### src/rtl/irq_status_pkg.sv
package irq_status_pkg;
  localparam int CMD_W  = 8;
  localparam int ADDR_W = 6;

  localparam logic [ADDR_W-1:0] ADDR_ENABLE = 6'h0A;
  localparam logic [ADDR_W-1:0] ADDR_PEEK   = 6'h0B;
  localparam logic [ADDR_W-1:0] ADDR_ACK    = 6'h0C;

  typedef struct packed {
    logic              wr;
    logic              rsvd;
    logic [ADDR_W-1:0] addr;
  } cmd_t;
endpackage

### src/rtl/irq_sync.sv
module irq_sync #(
  parameter int           W       = 1,
  parameter logic [W-1:0] RST_VAL = '0
) (
  input  logic         clk_i,
  input  logic         rst_ni,
  input  logic [W-1:0] d_i,
  output logic [W-1:0] q_o
);
  logic [W-1:0] meta_q, sync_q;

  always_ff @(posedge clk_i or negedge rst_ni) begin
    if (!rst_ni) begin
      meta_q <= RST_VAL;
      sync_q <= RST_VAL;
    end else begin
      meta_q <= d_i;
      sync_q <= meta_q;
    end
  end

  assign q_o = sync_q;
endmodule

### src/rtl/irq_serial_port.sv
module irq_serial_port
  import irq_status_pkg::*;
#(
  parameter int DATA_W = 16
) (
  input  logic              clk_i,
  input  logic              rst_ni,
  input  logic              cs_n_s_i,
  input  logic              sclk_s_i,
  input  logic              sdi_s_i,
  input  logic [DATA_W-1:0] rd_data_i,
  output cmd_t              cmd_next_o,
  output logic              cmd_valid_o,
  output cmd_t              cmd_o,
  output logic              wr_valid_o,
  output logic [DATA_W-1:0] wr_data_o,
  output logic              end_o,
  output logic              full_o,
  output logic              sdo_o
);
  localparam int FRAME = CMD_W + DATA_W;
  localparam int CNT_W = $clog2(FRAME + 1);

  logic              sclk_d, cs_d;
  logic [CNT_W-1:0]  cnt_q;
  logic [DATA_W-1:0] in_sr, out_sr;
  cmd_t              cmd_q;
  logic              sdo_q;
  logic              fall, rise;

  assign fall = sclk_d & ~sclk_s_i & ~cs_n_s_i;
  assign rise = ~sclk_d & sclk_s_i & ~cs_n_s_i;

  assign cmd_next_o  = cmd_t'({in_sr[CMD_W-2:0], sdi_s_i});
  assign cmd_valid_o = fall && (cnt_q == CNT_W'(CMD_W - 1));
  assign wr_valid_o  = fall && (cnt_q == CNT_W'(FRAME - 1)) && cmd_q.wr;
  assign wr_data_o   = {in_sr[DATA_W-2:0], sdi_s_i};
  assign end_o       = ~cs_d & cs_n_s_i;
  assign full_o      = (cnt_q == CNT_W'(FRAME));
  assign cmd_o       = cmd_q;
  assign sdo_o       = sdo_q;

  always_ff @(posedge clk_i or negedge rst_ni) begin
    if (!rst_ni) begin
      sclk_d <= 1'b0;
      cs_d   <= 1'b1;
      cnt_q  <= '0;
      in_sr  <= '0;
      out_sr <= '0;
      cmd_q  <= '0;
      sdo_q  <= 1'b0;
    end else begin
      sclk_d <= sclk_s_i;
      cs_d   <= cs_n_s_i;
      if (cs_n_s_i) begin
        cnt_q <= '0;
        sdo_q <= 1'b0;
      end else begin
        if (fall && cnt_q != CNT_W'(FRAME)) begin
          cnt_q <= cnt_q + 1'b1;
          in_sr <= {in_sr[DATA_W-2:0], sdi_s_i};
          if (cmd_valid_o) begin
            cmd_q  <= cmd_next_o;
            out_sr <= rd_data_i;   // snapshot at end of command byte
          end
        end
        if (rise && cnt_q >= CNT_W'(CMD_W)) begin
          sdo_q  <= out_sr[DATA_W-1];
          out_sr <= {out_sr[DATA_W-2:0], 1'b0};
        end
      end
    end
  end
endmodule

### src/rtl/irq_flag_core.sv
module irq_flag_core #(
  parameter int N = 16
) (
  input  logic         clk_i,
  input  logic         rst_ni,
  input  logic [N-1:0] event_i,
  input  logic         en_we_i,
  input  logic [N-1:0] en_wdata_i,
  input  logic         ack_start_i,
  input  logic         xfer_end_i,
  input  logic         xfer_full_i,
  output logic [N-1:0] status_o,
  output logic [N-1:0] pend_o,
  output logic [N-1:0] en_o,
  output logic         hold_o,
  output logic         irq_no
);
  logic [N-1:0] status_q, pend_q, en_q;
  logic         hold_q;

  always_ff @(posedge clk_i or negedge rst_ni) begin
    if (!rst_ni) begin
      status_q <= '0;
      pend_q   <= '0;
      en_q     <= '0;
      hold_q   <= 1'b0;
    end else begin
      if (en_we_i) en_q <= en_wdata_i;
      if (ack_start_i) begin
        hold_q <= 1'b1;
        pend_q <= event_i;          // coincident event survives the clear
      end else if (hold_q) begin
        if (xfer_end_i) begin
          hold_q   <= 1'b0;
          pend_q   <= '0;
          status_q <= xfer_full_i ? (pend_q | event_i)
                                  : (status_q | pend_q | event_i);
        end else begin
          pend_q <= pend_q | event_i;
        end
      end else begin
        status_q <= status_q | event_i;
      end
    end
  end

  assign status_o = status_q;
  assign pend_o   = pend_q;
  assign en_o     = en_q;
  assign hold_o   = hold_q;
  assign irq_no   = hold_q | ~(|(status_q & en_q));
endmodule

### src/rtl/irq_status_ctrl.sv
module irq_status_ctrl
  import irq_status_pkg::*;
#(
  parameter int NUM_SRC = 16
) (
  input  logic               clk_i,
  input  logic               rst_ni,
  input  logic [NUM_SRC-1:0] event_i,
  input  logic               cs_ni,
  input  logic               sclk_i,
  input  logic               sdi_i,
  output logic               sdo_o,
  output logic               irq_no
);
  logic               cs_s, sclk_s, sdi_s;
  cmd_t               cmd_next, cmd_q;
  logic               cmd_valid, wr_valid, xfer_end, xfer_full;
  logic [NUM_SRC-1:0] wr_data, rd_data;
  logic [NUM_SRC-1:0] status_q, pend_q, en_q;
  logic               hold_q, ack_start, en_we;

  irq_sync #(.W(3), .RST_VAL(3'b100)) u_sync (
    .clk_i (clk_i),
    .rst_ni(rst_ni),
    .d_i   ({cs_ni, sclk_i, sdi_i}),
    .q_o   ({cs_s, sclk_s, sdi_s})
  );

  irq_serial_port #(.DATA_W(NUM_SRC)) u_port (
    .clk_i      (clk_i),
    .rst_ni     (rst_ni),
    .cs_n_s_i   (cs_s),
    .sclk_s_i   (sclk_s),
    .sdi_s_i    (sdi_s),
    .rd_data_i  (rd_data),
    .cmd_next_o (cmd_next),
    .cmd_valid_o(cmd_valid),
    .cmd_o      (cmd_q),
    .wr_valid_o (wr_valid),
    .wr_data_o  (wr_data),
    .end_o      (xfer_end),
    .full_o     (xfer_full),
    .sdo_o      (sdo_o)
  );

  always_comb begin
    rd_data = '0;
    if (!cmd_next.wr && !cmd_next.rsvd) begin
      unique case (cmd_next.addr)
        ADDR_ENABLE:        rd_data = en_q;
        ADDR_PEEK, ADDR_ACK: rd_data = status_q;
        default:            rd_data = '0;
      endcase
    end
  end

  assign ack_start = cmd_valid && !cmd_next.wr && !cmd_next.rsvd && (cmd_next.addr == ADDR_ACK);
  assign en_we     = wr_valid && !cmd_q.rsvd && (cmd_q.addr == ADDR_ENABLE);

  irq_flag_core #(.N(NUM_SRC)) u_core (
    .clk_i      (clk_i),
    .rst_ni     (rst_ni),
    .event_i    (event_i),
    .en_we_i    (en_we),
    .en_wdata_i (wr_data),
    .ack_start_i(ack_start),
    .xfer_end_i (xfer_end),
    .xfer_full_i(xfer_full),
    .status_o   (status_q),
    .pend_o     (pend_q),
    .en_o       (en_q),
    .hold_o     (hold_q),
    .irq_no     (irq_no)
  );
endmodule

### config.mk
export PLATFORM = sky130hd
export DESIGN_NAME = irq_status_ctrl
export DESIGN_NICKNAME = d
export VERILOG_FILES = /design/src/rtl/irq_status_pkg.sv /design/src/rtl/irq_sync.sv /design/src/rtl/irq_serial_port.sv /design/src/rtl/irq_flag_core.sv /design/src/rtl/irq_status_ctrl.sv
export SDC_FILE = /design/constraint.sdc
export NUM_CORES = 1
export LEC_CHECK = 0
export ABC_AREA = 1
export BUFFER_PORTS_ARGS = -buffer_cell sky130_fd_sc_hd__buf_2
export CORE_MARGIN = 2
export CORE_UTILIZATION = 45
export DETAILED_ROUTE_END_ITERATION = 7
export MAX_ROUTING_LAYER = met4
export PLACE_DENSITY_LB_ADDON = 0.15
export SKIP_CTS_REPAIR_TIMING = 1
export SLEW_MARGIN = 40
export SYNTH_ARGS = -nofsm -noshare
export SYNTH_HDL_FRONTEND = slang
export SYNTH_SLANG_ARGS = --single-unit
### constraint.sdc
create_clock -name clk_i -period 1.68 [get_ports clk_i]
set_input_delay 0.252 -clock clk_i [delete_from_list [all_inputs] [get_ports clk_i]]
set_output_delay 0.252 -clock clk_i [all_outputs]
set_load 0.005 [all_outputs]
### After elaboration in Yosys (flattened, before gate mapping)

Cells that the tools add are included.

* register bits: 102
* bits in latches: 0
* memory bits (writable): 0
* memory bits (read-only): 0
* bits of input ports: 21
* output and inout port bits: 2
* memories kept: 0

* $add $sub $neg: 1
* multipliers: 0
* divide/modulo/power cells: 0
* magnitude comparators: 1
* eq/ne operators: 9
* shift operators: 0
* mux-type cells: 18
* bitwise gates (word level): 17
* reduce and logical (&&, ||, !) cells: 25

Operators with widths (count)
* $mux 16: 10
* $or 16x16->16: 4
* $pmux 16 s2: 1
* $eq 6x4->1 const B: 4
* $and 16x16->16: 1
* $reduce_or 16->1: 1
* $logic_and 1x1->1: 11
* $eq 5x5->1 const B: 2
* $mux 5: 2
* $reduce_bool 2->1: 5
* $not 1->1: 6
* $reduce_and 3->1: 2
* $add 5x1->5 const B: 1
* $and 1x1->1: 5
* $eq 5x3->1 const B: 1
* $ge 5x4->1 const B: 1
* $mux 1: 5
* $ne 5x5->1 const B: 1
* $reduce_and 2->1: 2
* $logic_not 1->1: 3
* $ne 2x1->1 const B: 1
* $reduce_or 2->1: 1
* $or 1x1->1: 1

### Logic depth before layout (Yosys ltp)

Gate-level depths: netlist (run 1).

* word-level depth: 9
* mapped depth: 12
* gate-level depth less buffers: 11

### Hierarchy

From an unflattened synthesis (run 1), not the netlist that was laid out.

* cells, all modules: 566
* area total of the unflattened synthesis: 5001.0 µm²

By module, submodules not included
* irq_serial_port: instances 1, cells each 277, area an instance 2264.7 µm²
* irq_flag_core: instances 1, cells each 208, area an instance 2097.0 µm²
* irq_status_ctrl: instances 1, cells each 75, area an instance 486.7 µm²
* irq_sync: instances 1, cells each 6, area an instance 152.6 µm²

### Worst setup path after synthesis (run 1)

OpenSTA, ideal clock, no wires.

* path type: register -> register
* from: register u_port.cnt_q[0]
* to: register u_core.status_q[10] (netlist: u_core.status_o[10])
* arrival time: 1.390 ns
* required time: 1.615 ns
* setup slack: 0.225 ns
* stages on the path, launching flop included: 10
* path buffers: 1
* cells stage by stage: dfrtp_1 -> ha_1 -> nand3_1 -> nor2_1 -> nand2_2 -> nor2_2 -> nor2_2 -> buf_6 -> nand2_1 -> nand2_1

* word-level cells in the longest chain between the ends: 7
* elaborated cells between the ends (all ways): 11

RTL lines
* from (decl): RTL line irq_serial_port.sv:25 `logic [CNT_W-1:0] cnt_q;`
* from (signal assigned): RTL line irq_serial_port.sv:60 `cnt_q <= cnt_q + 1'b1;`
* $eq 5x3->1: RTL line irq_serial_port.sv:35 `assign cmd_valid_o = fall && (cnt_q == CNT_W'(CMD_W - 1));`
* $logic_and 1x1->1: RTL line irq_serial_port.sv:35
* $logic_and 1x1->1 (3 in a row): RTL line irq_status_ctrl.sv:57 `assign ack_start = cmd_valid && !cmd_next.wr && !cmd_next.rsvd && (cmd_next.addr == ADDR_ACK);`
* $not 1->1 (no source line)
* $reduce_and 2->1 (no source line)
* to (signal assigned): RTL line irq_flag_core.sv:36 `status_q <= xfer_full_i ? (pend_q | event_i)`
* to (signal assigned): RTL line irq_flag_core.sv:42 `status_q <= status_q | event_i;`
* to (decl): RTL line irq_flag_core.sv:18 `logic [N-1:0] status_q, pend_q, en_q;`

Several ways; a longest one is shown, not always the timed one. The select of a mux whose other input is x is not followed.
A chain may end at the register's enable or synchronous reset.

### Final worst setup path (run 1)

* from: register u_core.status_q[7] (netlist: u_core.status_o[7])
* to: output port irq_no

* word-level cells in the longest chain between the ends: 4

RTL lines
* $and 16x16->16: RTL line irq_flag_core.sv:51 `assign irq_no = hold_q | ~(|(status_q & en_q));`
* $reduce_or 16->1: RTL line irq_flag_core.sv:51
* $not 1->1: RTL line irq_flag_core.sv:51
* $or 1x1->1: RTL line irq_flag_core.sv:51
* to (decl): RTL line irq_status_ctrl.sv:13 `output logic irq_no`

Every way passes these cells.

==> impl_metrics.json, run 1 <==
{
  "status": "complete, no violations",
  "design_area_um2": 6210,
  "cp_common_cell": "nand2_1",
  "critPathArrivalTime_ns": 1.38,
  "period_minus_slack_ns": 1.63,
  "start_kind": "register",
  "die_h_um": 113,
  "grt_pass1_wl_um": 22600,
  "finClkSkew_ns": 0.00662,
  "cts_buffers": 9,
  "critPathTopFamily": "simple AND/OR/NAND/NOR gates",
  "dieWidth_um": 113,
  "grt_use_met3_pct": 3.73,
  "core_um2": 11500,
  "wl_per_cell_um": 14.5,
  "r2r-end": "u_core.pend_o[9]",
  "critical_path_depth": 6,
  "num_rows": 39,
  "timing.fmax_mhz": 613,
  "ctsLongestPathBuffers": 2,
  "crit_type": "register to output pin",
  "path_buf_inv": 1,
  "syn_nets": 759,
  "grt_max_degree": 68,
  "peakVddDrop_mv": 0.666,
  "vias": 4803,
  "yosysWarnings": 0,
  "cts_num_sinks": 102,
  "slew_violations": 0,
  "setup_ws_ns": 0.0482,
  "drtIter0Drc": 296,
  "grt_use_met2_pct": 35.1,
  "powerDensity_nw_per_um2": 850,
  "grt-ovfl-total": 0,
  "rr_worst_depth": 9,
  "dp_worst_setup_slack_ns": -0.0726,
  "r2r_slack_ns": 0.12,
  "timing.max_cap.violations": 0,
  "grtUsageMet1_pct": 30.6,
  "die_area_um2": 12700,
  "clk_pin_slew_worst_paths_ns": 0.07,
  "drc_errors": 0,
  "final_nets": 803,
  "cp_max_fo": 4,
  "htree_levels": 3,
  "io_buffers": 22,
  "synth_seq_cells": 102,
  "crit_chain": "nand2_1 > nand4_1 > nor2_1 > nand2_1 > nand2_1 > buf_2",
  "areaGrowthSynthToFinish_pct": 16.9,
  "min_path_type": "input port to register",
  "grt_use_total_pct": 23.0,
  "tightest_slew_ns": 0.642,
  "nFillCells": 1093,
  "cp_data_required_time_ns": 1.43,
  "antenna_found_initial": 0,
  "setup.worst_path.end": "irq_no",
  "relSlewSlack_pct": 57.1,
  "gp_congestion": 0.840,
  "critPathLaunch": "u_core.status_o[7]",
  "busiest_layer": "met2",
  "synth-seq-area-share_pct": 48.1,
  "critical-path-slowest-cell": "dfrtp_2",
  "syn_area_um2": 5310,
  "ant_nets": 0,
  "grt_pass1_vias": 4635,
  "avgSynthCellArea_um2": 7.22,
  "clk_latency_ns": 0.35,
  "dr.pass1.iters": 5,
  "start_util_pct": 46.3,
  "rsz0062_at_grt": "yes",
  "cts_tree": "yes",
  "cts_root_buffer": "clkbuf_16",
  "wl_um": 13500,
  "finalSetupViolCount": 0,
  "placed_cell_area_um2": 5690,
  "io_pins": 23,
  "diodes": 0,
  "hold_viol": 0,
  "power.leakage_uw": 0.00311,
  "netlist_instances": 736,
  "vias_per_cell": 5.18,
  "crit_path_end_kind": "output pin",
  "fin_crit_sh_pct": 97.1,
  "synth_cell_types": 25,
  "cpPeakStageDelay_ns": 0.44,
  "drive_above_1_share_pct": 14.4,
  "post-dp-hpwl_um": 9020,
  "r2r_start": "u_port.cnt_q[0]"
}
==> worst register-to-register path, cell delays in order, from the launching register on <==
cell,delay [ns]
dfrtp_1,0.38
ha_2,0.21
nand2_2,0.06
inv_2,0.08
nand3_4,0.08
nor2_4,0.15
nand2_4,0.13
buf_12,0.17
o211ai_1,0.09
nand2_1,0.09
==> worst min-delay path by stage <==
stage          cells after the start  slack (ns)  startpoint            endpoint
2_1_floorplan                      0       -0.04      rst_ni      u_core.en_o[0]
3_3_place_gp                       2        0.25      rst_ni    u_core.pend_o[3]
3_5_place_dp                       2        0.24      rst_ni    u_core.pend_o[3]
4_1_cts                            2       -0.13      rst_ni  u_core.status_o[1]
5_1_grt                            1       0.003      sclk_i    u_sync.meta_q[1]
6_report                           1       0.002      sclk_i    u_sync.meta_q[1]
==> where the power goes <==
group	switching [uW]	internal (uW)	total (uW)
Combinational	278	121	399
Clock	953	1340	2290
Sequential	68.8	2520	2580
==> through the flow <==
stage	utilization (%)	power, uW	TNS, ns	std cells	hold WS (ns)
finish	54.1	5280	0	928	0.00161
global route	54.1	5490	-0.00177	928	0.00273
CTS	52.4	5320	-1.10	916	-0.134
detailed placement	49.6	3030	-0.722	900	0.245
global placement	49.6	3020	0	900	0.247
floorplan	-	2830	0	736	-0.0436
==> cells in the mapped netlist <==
cell type,instances,share of area (%)
nand3b_4,1,0.38
nand3_1,56,5.3
nand4_1,6,0.71
o211ai_1,16,2.3
o21ai_0,26,2.4
buf_1,1,0.071
inv_1,52,3.7
dfrtp_1,99,47
nor2_2,5,0.59
nor2_4,5,1.1
nor2_1,32,2.3
buf_2,10,0.94
ha_1,2,0.47
clkbuf_1,9,0.64
dfstp_2,3,1.5
o21ai_1,12,1.1
nand2_2,5,0.59
a21oi_1,2,0.19
and2_1,1,0.12
buf_4,1,0.14
nand2_4,2,0.42
nand2_1,375,27
inv_2,8,0.57
nand3_2,2,0.38
buf_6,5,1.1
==> layout make-up <==
| cell class | instances | area (um2) | share of cell area [%] |
|---|---|---|---|
| timing repair buffer | 58 | 499 | 8.04 |
| sequential | 102 | 2570 | 41.3 |
| clock buffer | 10 | 239 | 3.85 |
| clock inverter | 6 | 85.1 | 1.37 |
| tap | 143 | 179 | 2.88 |
| multi-input combinational | 549 | 2410 | 38.9 |
| inverter | 60 | 225 | 3.63 |
==> routing by layer <==
metal	vias up	part of all wire [%]
li1	2384	-
met1	2261	46
met2	134	47
met3	24	4.8
met4	0	2.2
met5	-	0
==> registers in the layout, indices dropped and copies added (netlist names) <==
register / cells
u_port.out_sr: 16
u_core.hold_o: 1
u_port.cmd_o: 8
u_core.en_o: 16
u_port.in_sr: 15
u_port.sclk_d: 1
u_port.sdo_o: 1
u_sync.q_o: 3
u_sync.meta_q: 3
u_port.cs_d: 1
u_core.pend_o: 16
u_port.cnt_q: 5
u_core.status_o: 16
==> kinds of logic after synthesis <==
group	Yosys count	synth area share, %
flops	102	48.1
simple gates	490	38.3
fa+ha+maj	2	0.471
compound gates	56	6.03
buf+inv	86	7.09
==> cell usage in the layout, fill, tap and decap left out, types with 2 or more instances in the layout <==
cell | synthesis | layout
dlygate4sd3_1 | 0 | 2
nand3_1 | 56 | 56
buf_12 | 0 | 6
clkinv_2 | 0 | 2
dfrtp_1 | 99 | 91
o21ai_1 | 12 | 12
buf_2 | 10 | 21
nand2_1 | 375 | 375
inv_2 | 8 | 8
clkinvlp_4 | 0 | 2
nand2_4 | 2 | 2
nand2_2 | 5 | 5
buf_4 | 1 | 24
buf_6 | 5 | 3
nor2_2 | 5 | 4
nor2_1 | 32 | 32
dfrtp_2 | 0 | 8
o21ai_0 | 26 | 26
a21oi_1 | 2 | 2
nor2_4 | 5 | 6
nand4_1 | 6 | 6
bufinv_16 | 0 | 2
o211ai_1 | 16 | 16
clkbuf_16 | 0 | 10
dfstp_2 | 3 | 3
inv_1 | 52 | 52
Note: power is estimated with default switching activity, not from simulation.
==> run 2: changes to the inputs <==
- CTS_BUF_LIST: unset -> sky130_fd_sc_hd__clkbuf_2
==> run 2 against run 1 <==
Net effect: register-to-register slack got worse by 0.10 ns; total power fell by 17%; via count rose by 1.6%; the run now ends with setup timing left; largest power group unchanged; count of clock-buffer cells in the layout fell by 1; sequential power barely moved; die area did not move; core utilization rose by 2.1 points.
==> impl_metrics.json, run 2 (synthesis results as in run 1) <==
{
  "wl_per_cell_um": 15.0,
  "cp_max_fo": 5,
  "swShare_pct": 27.7,
  "antenna_found_initial": 0,
  "vias": 4879,
  "min_path_type": "input port to async pin",
  "tightest_slew_ns": 0.662,
  "p_seq_share_pct": 59.3,
  "final_common_cell": "nand2_1",
  "dieWidth_um": 113,
  "grt_max_degree": 68,
  "io_buffers": 22,
  "gp_congestion": 0.840,
  "powerDensity_nw_per_um2": 677,
  "power_uw": 4370,
  "final_cell_mix": "nand2_1 (360), dfrtp_1 (93), nand3_1 (56), inv_1 (50), nor2_1 (32)",
  "htree_levels": 3,
  "timing.fmax_mhz": 512,
  "start_kind": "register",
  "p_switching_uw": 1210,
  "die_h_um": 113,
  "num_rows": 39,
  "clk_pin_slew_worst_paths_ns": 0.28,
  "areaGrowthSynthToFinish_pct": 21.4,
  "ctsLongestPathBuffers": 2,
  "dp_cells": 900,
  "final_nets": 826,
  "slew_violations": 0,
  "instances_no_fill": 951,
  "power.leakage_uw": 0.00319,
  "r2r_slack_ns": 0.02,
  "critPathLaunch": "u_core.status_o[7]",
  "power.internal_uw": 3160,
  "grt_pass1_wl_um": 22600,
  "holdWs_ns": 0.100,
  "r2r-end": "u_port.out_sr[1]",
  "critPathArrivalTime_ns": 1.70,
  "setup_ws_ns": -0.273,
  "timing.max_cap.violations": 0,
  "drtIter0Drc": 323,
  "crit_type": "register to output pin",
  "cts_root_buffer": "clkbuf_2",
  "rr_worst_depth": 11,
  "cts_tree": "yes",
  "diodes": 0,
  "peakVddDrop_mv": 0.581,
  "crit_path_end_kind": "output pin",
  "grt_pass1_vias": 4612,
  "dr.pass1.iters": 4,
  "period_minus_slack_ns": 1.95,
  "fin_crit_sh_pct": 116,
  "core_um2": 11500,
  "finClkSkew_ns": 0.0311,
  "cp_data_required_time_ns": 1.43,
  "setup.worst_path.end": "irq_no",
  "hold_viol": 0,
  "cts_num_sinks": 102,
  "fin_setup_tns_ns": -0.273,
  "ant_nets": 0,
  "die_area_um2": 12700,
  "wl_um": 14200,
  "clkPwrFrac_pct": 30.4,
  "drc_errors": 0,
  "grt-ovfl-total": 0,
  "start_util_pct": 46.3,
  "grt_use_total_pct": 22.9,
  "violations": "setup timing",
  "status": "finished, violations left",
  "io_pins": 23,
  "post-dp-hpwl_um": 9020,
  "clk_latency_ns": 0.61,
  "cts_buffers": 9,
  "drive_above_1_share_pct": 16.5,
  "rsz0062_at_grt": "yes",
  "relSlewSlack_pct": 55.8,
  "r2r_start": "u_port.cnt_q[0]",
  "finalSetupViolCount": 1,
  "final_util_pct": 56.2,
  "vias_per_cell": 5.13,
  "comb_power_share_pct": 10.3
}
[run 2: cell type report]
type | count | area (um2)
clock inverters | 7 | 88.8
multi-input cells | 551 | 2540
flip-flops and latches | 102 | 2560
inverters | 60 | 243
clock buffers | 9 | 45.0
repair buffers | 79 | 786
well taps | 143 | 179
fillers | 1068 | 5020
[run 2: how the worst min path moves through the flow]
| stage | cells past startpoint | endpoint | start | slack (ns) |
|---|---|---|---|---|
| 2_1_floorplan | 0 | u_core.en_o[0] | rst_ni | -0.04 |
| 3_3_place_gp | 2 | u_core.pend_o[3] | rst_ni | 0.25 |
| 3_5_place_dp | 2 | u_core.pend_o[3] | rst_ni | 0.24 |
| 4_1_cts | 2 | u_core.status_o[3] | rst_ni | -0.48 |
| 5_1_grt | 3 | u_core.pend_o[3] | rst_ni | 0.08 |
| 6_report | 3 | u_core.pend_o[3] | rst_ni | 0.10 |
[run 2: power groups by stage]
stage          logic, uW  registers, uW  clock network (uW)
6_report             449           2590                1330
5_1_grt              506           2600                1480
4_1_cts              400           2590                1370
3_5_place_dp         399           2630                   0
3_3_place_gp         395           2630                   0
2_1_floorplan        214           2610                   0
[run 2: through the flow]
stage	cell area, um2	setup WS [ns]
global route	6450	-0.367
floorplan	5310	0.225
CTS	5820	-0.336
finish	6450	-0.273
global placement	5690	0.0154
detailed placement	5690	-0.0726
[run 2: worst max-delay path: stages (launching register included)]
cell and delay [ns]:
dfrtp_2 0.52, nand2_1 0.09, nand4_1 0.14, nor2_1 0.11, nand2_1 0.06, nand2_1 0.08, buf_2 0.12
[run 2: metal layers]
| layer | track usage [%] | vias up | wire, um |
|---|---|---|---|
| li1 | - | 2431 | - |
| met1 | 30.8 | 2311 | 6440 |
| met2 | 35.5 | 117 | 6930 |
| met3 | 3.19 | 20 | 624 |
| met4 | 8.29 | 0 | 232 |
| met5 | - | - | 0 |
